--- src/rtl/pwp_pkg.sv ---
package pwp_pkg;

  localparam int BYTE_W   = 8;
  localparam int CHIP_W   = 4;
  localparam int REGION_W = 5;
  localparam int ENC_W    = 4;
  localparam int ADDR_W   = 10;
  localparam int HIT_W    = 7;
  localparam int FLAG_W   = 4;
  localparam int KIND_W   = 4;
  localparam int ADDR_HI  = ADDR_W - BYTE_W;
  localparam int LEAD_W   = ENC_W + ADDR_HI;

  typedef enum logic [KIND_W-1:0] {
    KIND_IDLE     = 4'd0,
    KIND_BUSY_ON  = 4'd1,
    KIND_BUSY_OFF = 4'd2,
    KIND_CHIP_HDR = 4'd3,
    KIND_CHIP_TRL = 4'd4,
    KIND_EMPTY    = 4'd5,
    KIND_REGION   = 4'd6,
    KIND_SHORT    = 4'd7,
    KIND_LONG     = 4'd8
  } wordKind_t;

  typedef struct packed {
    logic      loadFirst;
    logic      loadSecond;
    logic      finish;
    wordKind_t kind;
  } pwpStrobe_t;

  function automatic wordKind_t classifyLead(input logic [BYTE_W-1:0] b);
    wordKind_t k;
    if (b[7:6] == 2'b00)       k = KIND_LONG;
    else if (b[7:6] == 2'b01)  k = KIND_SHORT;
    else if (b[7:5] == 3'b110) k = KIND_REGION;
    else if (b[7:4] == 4'hA)   k = KIND_CHIP_HDR;
    else if (b[7:4] == 4'hB)   k = KIND_CHIP_TRL;
    else if (b[7:4] == 4'hE)   k = KIND_EMPTY;
    else if (b == 8'hF1)       k = KIND_BUSY_ON;
    else if (b == 8'hF0)       k = KIND_BUSY_OFF;
    else                       k = KIND_IDLE;
    return k;
  endfunction

  function automatic logic leadKnown(input logic [BYTE_W-1:0] b);
    logic ok;
    ok = 1'b1;
    if (b[7:5] == 3'b100) ok = 1'b0;
    if (b[7:4] == 4'hF && b != 8'hFF && b != 8'hF1 && b != 8'hF0) ok = 1'b0;
    return ok;
  endfunction

  function automatic logic [1:0] wordBytes(input wordKind_t k);
    logic [1:0] n;
    case (k)
      KIND_CHIP_HDR, KIND_EMPTY, KIND_SHORT: n = 2'd2;
      KIND_LONG:                             n = 2'd3;
      default:                               n = 2'd1;
    endcase
    return n;
  endfunction

endpackage

--- src/rtl/pwp_ctrl.sv ---
module pwp_ctrl
  import pwp_pkg::*;
(
  input  logic              clk,
  input  logic              rstN,
  input  logic              byteValid,
  input  logic [BYTE_W-1:0] byteIn,
  output pwpStrobe_t        strobe,
  output logic              protoErr,
  output logic              busyLevel
);

  logic [1:0] phase;
  wordKind_t  pendKind;
  wordKind_t  leadKind;
  wordKind_t  curKind;
  logic       known;
  logic       lastByte;
  logic       violation;
  logic       inFrame;
  logic       needRegion;

  always_comb begin
    leadKind = classifyLead(byteIn);
    known    = leadKnown(byteIn);
    curKind  = (phase == 2'd0) ? leadKind : pendKind;
    if (phase == 2'd0)      lastByte = (wordBytes(leadKind) == 2'd1);
    else if (phase == 2'd1) lastByte = (wordBytes(pendKind) == 2'd2);
    else                    lastByte = 1'b1;
  end

  always_comb begin
    strobe.kind       = curKind;
    strobe.loadFirst  = byteValid && (phase == 2'd0) && known && !lastByte;
    strobe.loadSecond = byteValid && (phase == 2'd1) && !lastByte;
    strobe.finish     = byteValid && (phase != 2'd0 || known) && lastByte;
  end

  always_comb begin
    case (curKind)
      KIND_CHIP_HDR, KIND_EMPTY:   violation = inFrame;
      KIND_CHIP_TRL, KIND_REGION:  violation = !inFrame;
      KIND_SHORT:                  violation = !inFrame || needRegion;
      KIND_LONG:                   violation = !inFrame || needRegion || byteIn[7];
      default:                     violation = 1'b0;
    endcase
  end

  always_ff @(posedge clk or negedge rstN) begin
    if (!rstN) begin
      phase      <= 2'd0;
      pendKind   <= KIND_IDLE;
      inFrame    <= 1'b0;
      needRegion <= 1'b0;
      busyLevel  <= 1'b0;
      protoErr   <= 1'b0;
    end else begin
      protoErr <= (byteValid && phase == 2'd0 && !known) || (strobe.finish && violation);
      if (strobe.finish)          phase <= 2'd0;
      else if (strobe.loadFirst)  phase <= 2'd1;
      else if (strobe.loadSecond) phase <= 2'd2;
      if (strobe.loadFirst) pendKind <= leadKind;
      if (strobe.finish) begin
        case (curKind)
          KIND_CHIP_HDR: begin inFrame <= 1'b1; needRegion <= 1'b1; end
          KIND_EMPTY, KIND_CHIP_TRL: begin inFrame <= 1'b0; needRegion <= 1'b0; end
          KIND_REGION:   needRegion <= 1'b0;
          KIND_BUSY_ON:  busyLevel <= 1'b1;
          KIND_BUSY_OFF: busyLevel <= 1'b0;
          default: ;
        endcase
      end
    end
  end

  AST_ERR_ON_BYTE: assert property (@(posedge clk) disable iff (!rstN)
    protoErr |-> $past(byteValid));
  AST_PHASE_LEGAL: assert property (@(posedge clk) disable iff (!rstN)
    (phase == 2'd2) |-> (pendKind == KIND_LONG));

endmodule

--- src/rtl/pwp_datapath.sv ---
module pwp_datapath
  import pwp_pkg::*;
(
  input  logic                clk,
  input  logic                rstN,
  input  logic [BYTE_W-1:0]   byteIn,
  input  pwpStrobe_t          strobe,
  output logic                recValid,
  output logic [KIND_W-1:0]   recKind,
  output logic [CHIP_W-1:0]   recChipId,
  output logic [REGION_W-1:0] recRegionId,
  output logic [BYTE_W-1:0]   recBunch,
  output logic [FLAG_W-1:0]   recFlags,
  output logic [ENC_W-1:0]    recEncoder,
  output logic [ADDR_W-1:0]   recAddr,
  output logic [HIT_W-1:0]    recHitMap
);

  logic [LEAD_W-1:0] leadLow;
  logic [BYTE_W-1:0] midByte;

  always_ff @(posedge clk or negedge rstN) begin
    if (!rstN) begin
      leadLow <= '0;
      midByte <= '0;
    end else begin
      if (strobe.loadFirst)  leadLow <= byteIn[LEAD_W-1:0];
      if (strobe.loadSecond) midByte <= byteIn;
    end
  end

  always_ff @(posedge clk or negedge rstN) begin
    if (!rstN) begin
      recValid    <= 1'b0;
      recKind     <= '0;
      recChipId   <= '0;
      recRegionId <= '0;
      recBunch    <= '0;
      recFlags    <= '0;
      recEncoder  <= '0;
      recAddr     <= '0;
      recHitMap   <= '0;
    end else begin
      recValid <= strobe.finish;
      if (strobe.finish) begin
        recKind    <= strobe.kind;
        recBunch   <= '0;
        recFlags   <= '0;
        recEncoder <= '0;
        recAddr    <= '0;
        recHitMap  <= '0;
        case (strobe.kind)
          KIND_CHIP_HDR, KIND_EMPTY: begin
            recChipId <= leadLow[CHIP_W-1:0];
            recBunch  <= byteIn;
          end
          KIND_CHIP_TRL: recFlags    <= byteIn[FLAG_W-1:0];
          KIND_REGION:   recRegionId <= byteIn[REGION_W-1:0];
          KIND_SHORT: begin
            recEncoder <= leadLow[LEAD_W-1:ADDR_HI];
            recAddr    <= {leadLow[ADDR_HI-1:0], byteIn};
          end
          KIND_LONG: begin
            recEncoder <= leadLow[LEAD_W-1:ADDR_HI];
            recAddr    <= {leadLow[ADDR_HI-1:0], midByte};
            recHitMap  <= byteIn[HIT_W-1:0];
          end
          default: ;
        endcase
      end
    end
  end

  AST_CTX_HOLD: assert property (@(posedge clk) disable iff (!rstN)
    !recValid |-> ($stable(recChipId) && $stable(recRegionId)));

endmodule

--- src/rtl/pixel_word_parser.sv ---
module pixel_word_parser
  import pwp_pkg::*;
(
  input  logic                clk,
  input  logic                rstN,
  input  logic                byteValid,
  input  logic [BYTE_W-1:0]   byteIn,
  output logic                recValid,
  output logic [KIND_W-1:0]   recKind,
  output logic [CHIP_W-1:0]   recChipId,
  output logic [REGION_W-1:0] recRegionId,
  output logic [BYTE_W-1:0]   recBunch,
  output logic [FLAG_W-1:0]   recFlags,
  output logic [ENC_W-1:0]    recEncoder,
  output logic [ADDR_W-1:0]   recAddr,
  output logic [HIT_W-1:0]    recHitMap,
  output logic                protoErr,
  output logic                busyLevel
);

  pwpStrobe_t strobe;

  pwp_ctrl u_ctrl (
    .clk       (clk),
    .rstN      (rstN),
    .byteValid (byteValid),
    .byteIn    (byteIn),
    .strobe    (strobe),
    .protoErr  (protoErr),
    .busyLevel (busyLevel)
  );

  pwp_datapath u_dp (
    .clk         (clk),
    .rstN        (rstN),
    .byteIn      (byteIn),
    .strobe      (strobe),
    .recValid    (recValid),
    .recKind     (recKind),
    .recChipId   (recChipId),
    .recRegionId (recRegionId),
    .recBunch    (recBunch),
    .recFlags    (recFlags),
    .recEncoder  (recEncoder),
    .recAddr     (recAddr),
    .recHitMap   (recHitMap)
  );

  AST_REC_ON_BYTE: assert property (@(posedge clk) disable iff (!rstN)
    recValid |-> $past(byteValid));
  AST_BUSY_RISE: assert property (@(posedge clk) disable iff (!rstN)
    $rose(busyLevel) |-> (recValid && recKind == KIND_BUSY_ON));
  AST_BUSY_FALL: assert property (@(posedge clk) disable iff (!rstN)
    $fell(busyLevel) |-> (recValid && recKind == KIND_BUSY_OFF));
  AST_REGION_FIELD: assert property (@(posedge clk) disable iff (!rstN)
    (recValid && recKind == KIND_REGION) |-> (recRegionId == $past(byteIn[REGION_W-1:0])));

endmodule

--- config.mk ---
export PLATFORM = sky130hd
export DESIGN_NAME = pixel_word_parser
export DESIGN_NICKNAME = d
export VERILOG_FILES = /design/src/rtl/pwp_pkg.sv /design/src/rtl/pwp_ctrl.sv /design/src/rtl/pwp_datapath.sv /design/src/rtl/pixel_word_parser.sv
export SDC_FILE = /design/constraint.sdc
export NUM_CORES = 1
export LEC_CHECK = 0
export BUFFER_PORTS_ARGS = -buffer_cell sky130_fd_sc_hd__buf_4
export CAP_MARGIN = 40
export CORE_ASPECT_RATIO = 1.1
export CORE_MARGIN = 4
export CORE_UTILIZATION = 59
export DETAILED_ROUTE_END_ITERATION = 8
export GPL_TIMING_DRIVEN = 0
export PLACE_DENSITY = 0.84
export RECOVER_POWER = 25
export SETUP_SLACK_MARGIN = 0.15
export SKIP_CTS_REPAIR_TIMING = 1
export SKIP_LAST_GASP = 1
export SYNTH_ARGS = -nofsm -noshare
export SYNTH_HDL_FRONTEND = slang
export SYNTH_SLANG_ARGS = --single-unit
--- constraint.sdc ---
create_clock -name clk -period 5.3 [get_ports clk]
set_input_delay 0.53 -clock clk [delete_from_list [all_inputs] [get_ports clk]]
set_output_delay 0.53 -clock clk [all_outputs]
set_load 0.05 [all_outputs]
; Word-level counts from Yosys, hierarchy flattened
; Cells that the tools add are included.
[word_totals]
regBits = 71
input_bits = 11
wordCells = 116
[classes]
n_eq_ne = 31
mux = 30
n_reduce_logical = 38
[ops]
columns = op, count
row1 = 4-bit 2-to-1 mux, 10
row2 = "4-bit by 3-bit equality test with 1-bit output, second input constant", 8
row3 = "4-bit equality test, second input constant", 7
row4 = "8-bit inequality test, second input constant", 3
row5 = 10-bit one-hot mux with 2 select lines, 1
row6 = "4-bit by 2-bit equality test with 1-bit output, second input constant", 4
row7 = "8-bit equality test, second input constant", 2
row8 = 2-bit 2-to-1 mux, 7
row9 = 1-bit logical AND, 12
row10 = 2-bit AND reduction, 5
row11 = 3-bit OR reduction, 3
row12 = 8-bit 2-to-1 mux, 1
row13 = 2-bit one-hot mux with 2 select lines, 2
row14 = 2-bit nonzero test, 4
row15 = 2-bit OR reduction, 4
row16 = 7-bit 2-to-1 mux, 1
row17 = "2-bit by 1-bit equality test with 1-bit output, second input constant", 3
row18 = "3-bit equality test, second input constant", 2
row19 = 1-bit one-hot mux with 2 select lines, 3
row20 = "4-bit by 1-bit equality test with 1-bit output, second input constant", 1
row21 = 2-bit zero test, 2
row22 = 1-bit logical OR, 4
row23 = 1-bit 2-to-1 mux, 4
row24 = 1-bit one-hot mux with 4 select lines, 1
row25 = other kinds (3), 5

; Logic depth before layout (Yosys ltp)
[logic_depth]
word_depth = 20
mapped_depth = 9
mapped_depth_nobuf = 7

; Hierarchy
; From an unflattened synthesis, not the netlist that was laid out.
[hier_totals]
hier_cells = 269
hier_area_um2 = 3240.6
[modules_own_cells]
columns = mod, n_inst, cells_per_inst, area_each_um2, seq_area_each_um2
row1 = pwp_datapath, 1, 167, 2374.8, 1526.5
row2 = pwp_ctrl, 1, 102, 865.8, 250.2

; Worst setup path after synthesis
; OpenSTA, ideal clock, no wires.
[synth_timing]
path_type = input -> register
start = in byteIn[2]
end = reg u_dp.recChipId[1]
setup_ps = 125
t_arrival_ps = 2294
required_time_ps = 5175
path_slack_ps = 2881
path_stages = 9
path_buffers = 2
cell_sequence = buf_2 > and4_1 > o32a_1 > o211ai_4 > inv_4 > and2_4 > and3b_4 > buf_6 > mux2_4
[synth_rtl]
columns = element, line
row1 = "start, declared", pixel_word_parser.sv:7  ; input logic [BYTE_W-1:0] byteIn,
row2 = "end signal, assigned", pwp_datapath.sv:54  ; recChipId <= leadLow[CHIP_W-1:0];
row3 = "end, declared", pwp_datapath.sv:10  ; output logic [CHIP_W-1:0] recChipId,

; Final worst setup path
[layout_timing]
start = reg u_ctrl.phase[0]
end = reg u_dp.recEncoder[3]
[layout_via]
elab_chain_cells = 5
elab_cells_between_ends = 13
[layout_lines]
columns = element, line
row1 = "start, declared", pwp_ctrl.sv:13  ; logic [1:0] phase;
row2 = "start signal, assigned", pwp_ctrl.sv:51  ; phase <= 2'd0;
row3 = "start signal, assigned", pwp_ctrl.sv:59  ; if (strobe.finish) phase <= 2'd0;
row4 = "start signal, assigned", pwp_ctrl.sv:60  ; else if (strobe.loadFirst) phase <= 2'd1;
row5 = 2-bit zero test, "pwp_ctrl.sv:26, pwp_ctrl.sv:27"
row6 = 4-bit 2-to-1 mux, pwp_ctrl.sv:26  ; curKind = (phase == 2'd0) ? leadKind : pendKind;
row7 = 4-bit by 3-bit equality test with 1-bit output / 4-bit equality test (equally long branches), pwp_datapath.sv:52  ; case (strobe.kind)
row8 = 2-bit OR reduction (no line), --
row9 = 4-bit 2-to-1 mux, pwp_datapath.sv:52
row10 = "end signal, assigned", pwp_datapath.sv:60  ; recEncoder <= leadLow[LEAD_W-1:ADDR_HI];
row11 = "end signal, assigned", pwp_datapath.sv:64  ; recEncoder <= leadLow[LEAD_W-1:ADDR_HI];
row12 = "end, declared", pwp_datapath.sv:14  ; output logic [ENC_W-1:0] recEncoder,
; Several ways; a longest one is shown, not always the timed one.
; A chain may end at the register's enable or synchronous reset.

==> results.cfg <==
[outcome]
status = finished, final reports clean

[timing]
finalMaxSlewViolations = 0
finalCritPeriodShare = 0.499
tightest_slew_ns = 0.836
maxSlewHeadroom = 0.443
rsz0062_at_grt = false
finClkSkew_ns = 0.00431
hold_viol = 0
layout_min_cycle_time_ns = 2.64
fmax_mhz = 378
setup_viol = 0
fin_tns_setup_ns = 0

[critical_path]
cp-start-kind = register
crit_type = reg2reg
worst-endpoint-required_ns = 5.55
cpMaxStageDelayCell = o22ai_1
worstPathCellList = or2_1 -> clkbuf_1 -> a211o_1 -> o22ai_1 -> and3_1 -> buf_2 -> nor2_1 -> o31ai_1
cpPeakStageDelay_ns = 0.50
cp_top_family = compound AO/OA/AOI/OAI gates
endpoint_kind = register
critPathBufInv = 2
crit_fanout = 10
crit_arrival_ns = 2.89

[synthesis]
synth-seq-cells = 71
synth_edf_count = 0
yosys_warnings = 0
syn_nets = 281
async_flop_share = 1.00
synth_area_um2 = 3090
synth_seq_area_share = 0.575
yosysUniqueCellTypes = 50
syn_avg_cell_area_um2 = 11.4
syn-instance-count = 270
synth_top_flop_cell = dfrtp_1

[clocking]
clkSlewWorstSetupHoldPaths_ns = 0.07
numCtsBuffers = 9
cts_tree = done
cts.path.max_buffers = 2
cts-root-buf = clkbuf_8
cts_max_level = 3
clk_latency_ns = 0.34
cts_sinks = 71

[die]
start_util = 0.613
coreArea_um2 = 5030
rows = 27
dieArea_um2 = 6460
io_pins = 60
die_height_um = 83.9
die_w_um = 77.0

[detailed_routing]
dr.pass1.iters = 4
num_vias = 2394
routed_via_density = 6.02
drt_iter0_drc = 173
detail-route-antenna-nets = 0
wl_um = 7080
drc = 0
wire_per_inst_um = 17.8

[power_and_ir_drop]
p_total_w = 0.00262
clkPwrFrac = 0.169
switching_share = 0.458
power_frac_seq = 0.339
ir_drop_mv = 0.397
pwr_density_cell_nw_per_um2 = 694
p_leak_nw = 1.81
pwr-share-comb = 0.492
p_int_w = 0.00142
power.net_switching_w = 0.00120

[finish]
diodes = 0
multiInputGateArea_um2 = 1180
fill_cells = 341
area_delta_synth_final_pct = 22.2
layout-drive-gt1-share = 0.315
regArea_um2 = 1780
nets = 346
final_cells = 398

[global_route]
grt_max_degree = 72
first_global_vias = 2323
overflow = 0
grt_usage = 0.237
antenna_found_initial = 0
grt_pass1_wl_um = 11800

[placement]
post-dp-hpwl_um = 4930
io_buffers = 54
place_congestion = 0.912
dp.cells = 382

[worst_hold_path]
hp-class = in2async

[run]
cap_violations = 0
## state kept, by name (all words and copies together), names as in the netlist
name	count
u_dp.recHitMap	7
u_ctrl.phase	2
u_dp.recBunch	8
u_ctrl.protoErr	1
u_dp.recChipId	4
u_ctrl.needRegion	1
u_ctrl.pendKind	4
u_dp.recValid	1
u_ctrl.inFrame	1
u_dp.recEncoder	4
u_dp.midByte	8
u_ctrl.busyLevel	1
u_dp.recAddr	10
u_dp.leadLow	6
u_dp.recKind	4
u_dp.recFlags	4
u_dp.recRegionId	5
## cell usage in the layout (no fill, tap or decap), drive strengths merged, types with 2 or more instances in the layout
master	netlist	layout
a21boi	2	2
a21oi	5	5
a22o	19	19
a22oi	9	9
and2	3	3
and3	2	2
and3b	2	2
and4	2	2
buf	10	64
clkbuf	10	21
clkinv	0	3
dfrtp	71	71
inv	10	10
mux2	21	21
nand2	29	29
nand2b	2	2
nand3	5	5
nor2	13	13
nor2b	3	3
nor3	2	2
o211ai	3	3
o21ai	23	23
o22ai	2	2
o31ai	2	2
xor2	2	2
## cell type report
| type | count | share of cell area |
|---|---|---|
| Timing Repair Buffer | 54 | 0.107 |
| Clock inverter | 5 | 0.0149 |
| Clock buffer | 11 | 0.0401 |
| Buffer | 20 | 0.0249 |
| Inverter | 10 | 0.0106 |
| Sequential cell | 71 | 0.471 |
| Tap cell | 58 | 0.0192 |
| Multi-Input combinational cell | 169 | 0.312 |
## power by group through the flow
stage	Sequential [W]	Combinational [W]	Clock [W]
after floorplan	0.00132	0.000478	0
after global placement	0.000884	0.00126	0
after detailed placement	0.000895	0.00128	0
after CTS	0.000887	0.00129	0.000448
after global routing	0.000918	0.00137	0.000475
final	0.000888	0.00129	0.000444
## stage by stage
stage / utilization / hold WS [ns] / area, um^2 / worst slack, ns
2_1_floorplan: - / 0.234 / 3090 / 2.88
5_1_grt: 0.750 / 0.358 / 3770 / 2.51
3_3_place_gp: 0.708 / 0.466 / 3570 / 2.55
6_report: 0.750 / 0.298 / 3770 / 2.66
3_5_place_dp: 0.708 / 0.472 / 3570 / 2.47
4_1_cts: 0.750 / 0.318 / 3770 / 2.70
## metal layers
metal,GRT usage,vias to the layer above,part of all wire
met5,0,-,0
met4,0.129,0,0.034
met3,0.0486,21,0.051
met2,0.368,100,0.50
met1,0.312,1174,0.42
li1,-,1099,-
## cells in the mapped netlist, drive strengths merged (2+ instances only)
cell | count | share of area
nand2 | 29 | 0.035
o211ai | 3 | 0.012
dfrtp | 71 | 0.58
inv | 10 | 0.013
o31ai | 2 | 0.0049
o22ai | 2 | 0.0041
a21boi | 2 | 0.0049
and3 | 2 | 0.0041
and3b | 2 | 0.0069
a22oi | 9 | 0.022
nor2b | 3 | 0.0061
buf | 10 | 0.018
nor2 | 13 | 0.016
clkbuf | 10 | 0.012
o21ai | 23 | 0.038
and4 | 2 | 0.0057
mux2 | 21 | 0.079
nor3 | 2 | 0.0032
nand2b | 2 | 0.0041
xor2 | 2 | 0.0057
a21oi | 5 | 0.0081
nand3 | 5 | 0.0081
and2 | 3 | 0.0069
a22o | 19 | 0.054
## worst paths after layout
path                                 start                  to  slack (ns)  cells past startpoint
hold reg to reg            u_dp.recKind[2]     u_dp.recKind[2]        0.48                      2
setup reg to reg           u_ctrl.phase[0]  u_dp.recEncoder[3]        2.66                      8
max in group asynchronous             rstN   u_dp.recHitMap[2]        4.47                      1
min in group clk           u_dp.recKind[2]     u_dp.recKind[2]        0.48                      2
hold / removal                        rstN    u_ctrl.busyLevel        0.30                      1
setup / recovery           u_ctrl.phase[0]  u_dp.recEncoder[3]        2.66                      8
## cell families (layout without fill, tap and decap cells)
| family | Yosys count | in the layout | share of synthesized area |
|---|---|---|---|
| compound gates | 77 | 77 | 0.184 |
| xor+xnor | 3 | 3 | 0.00851 |
| buf+inv | 30 | 100 | 0.0434 |
| flops | 71 | 71 | 0.575 |
| mux | 22 | 22 | 0.0823 |
| simple gates | 67 | 67 | 0.106 |
Power figures use the tool's default switching activity.
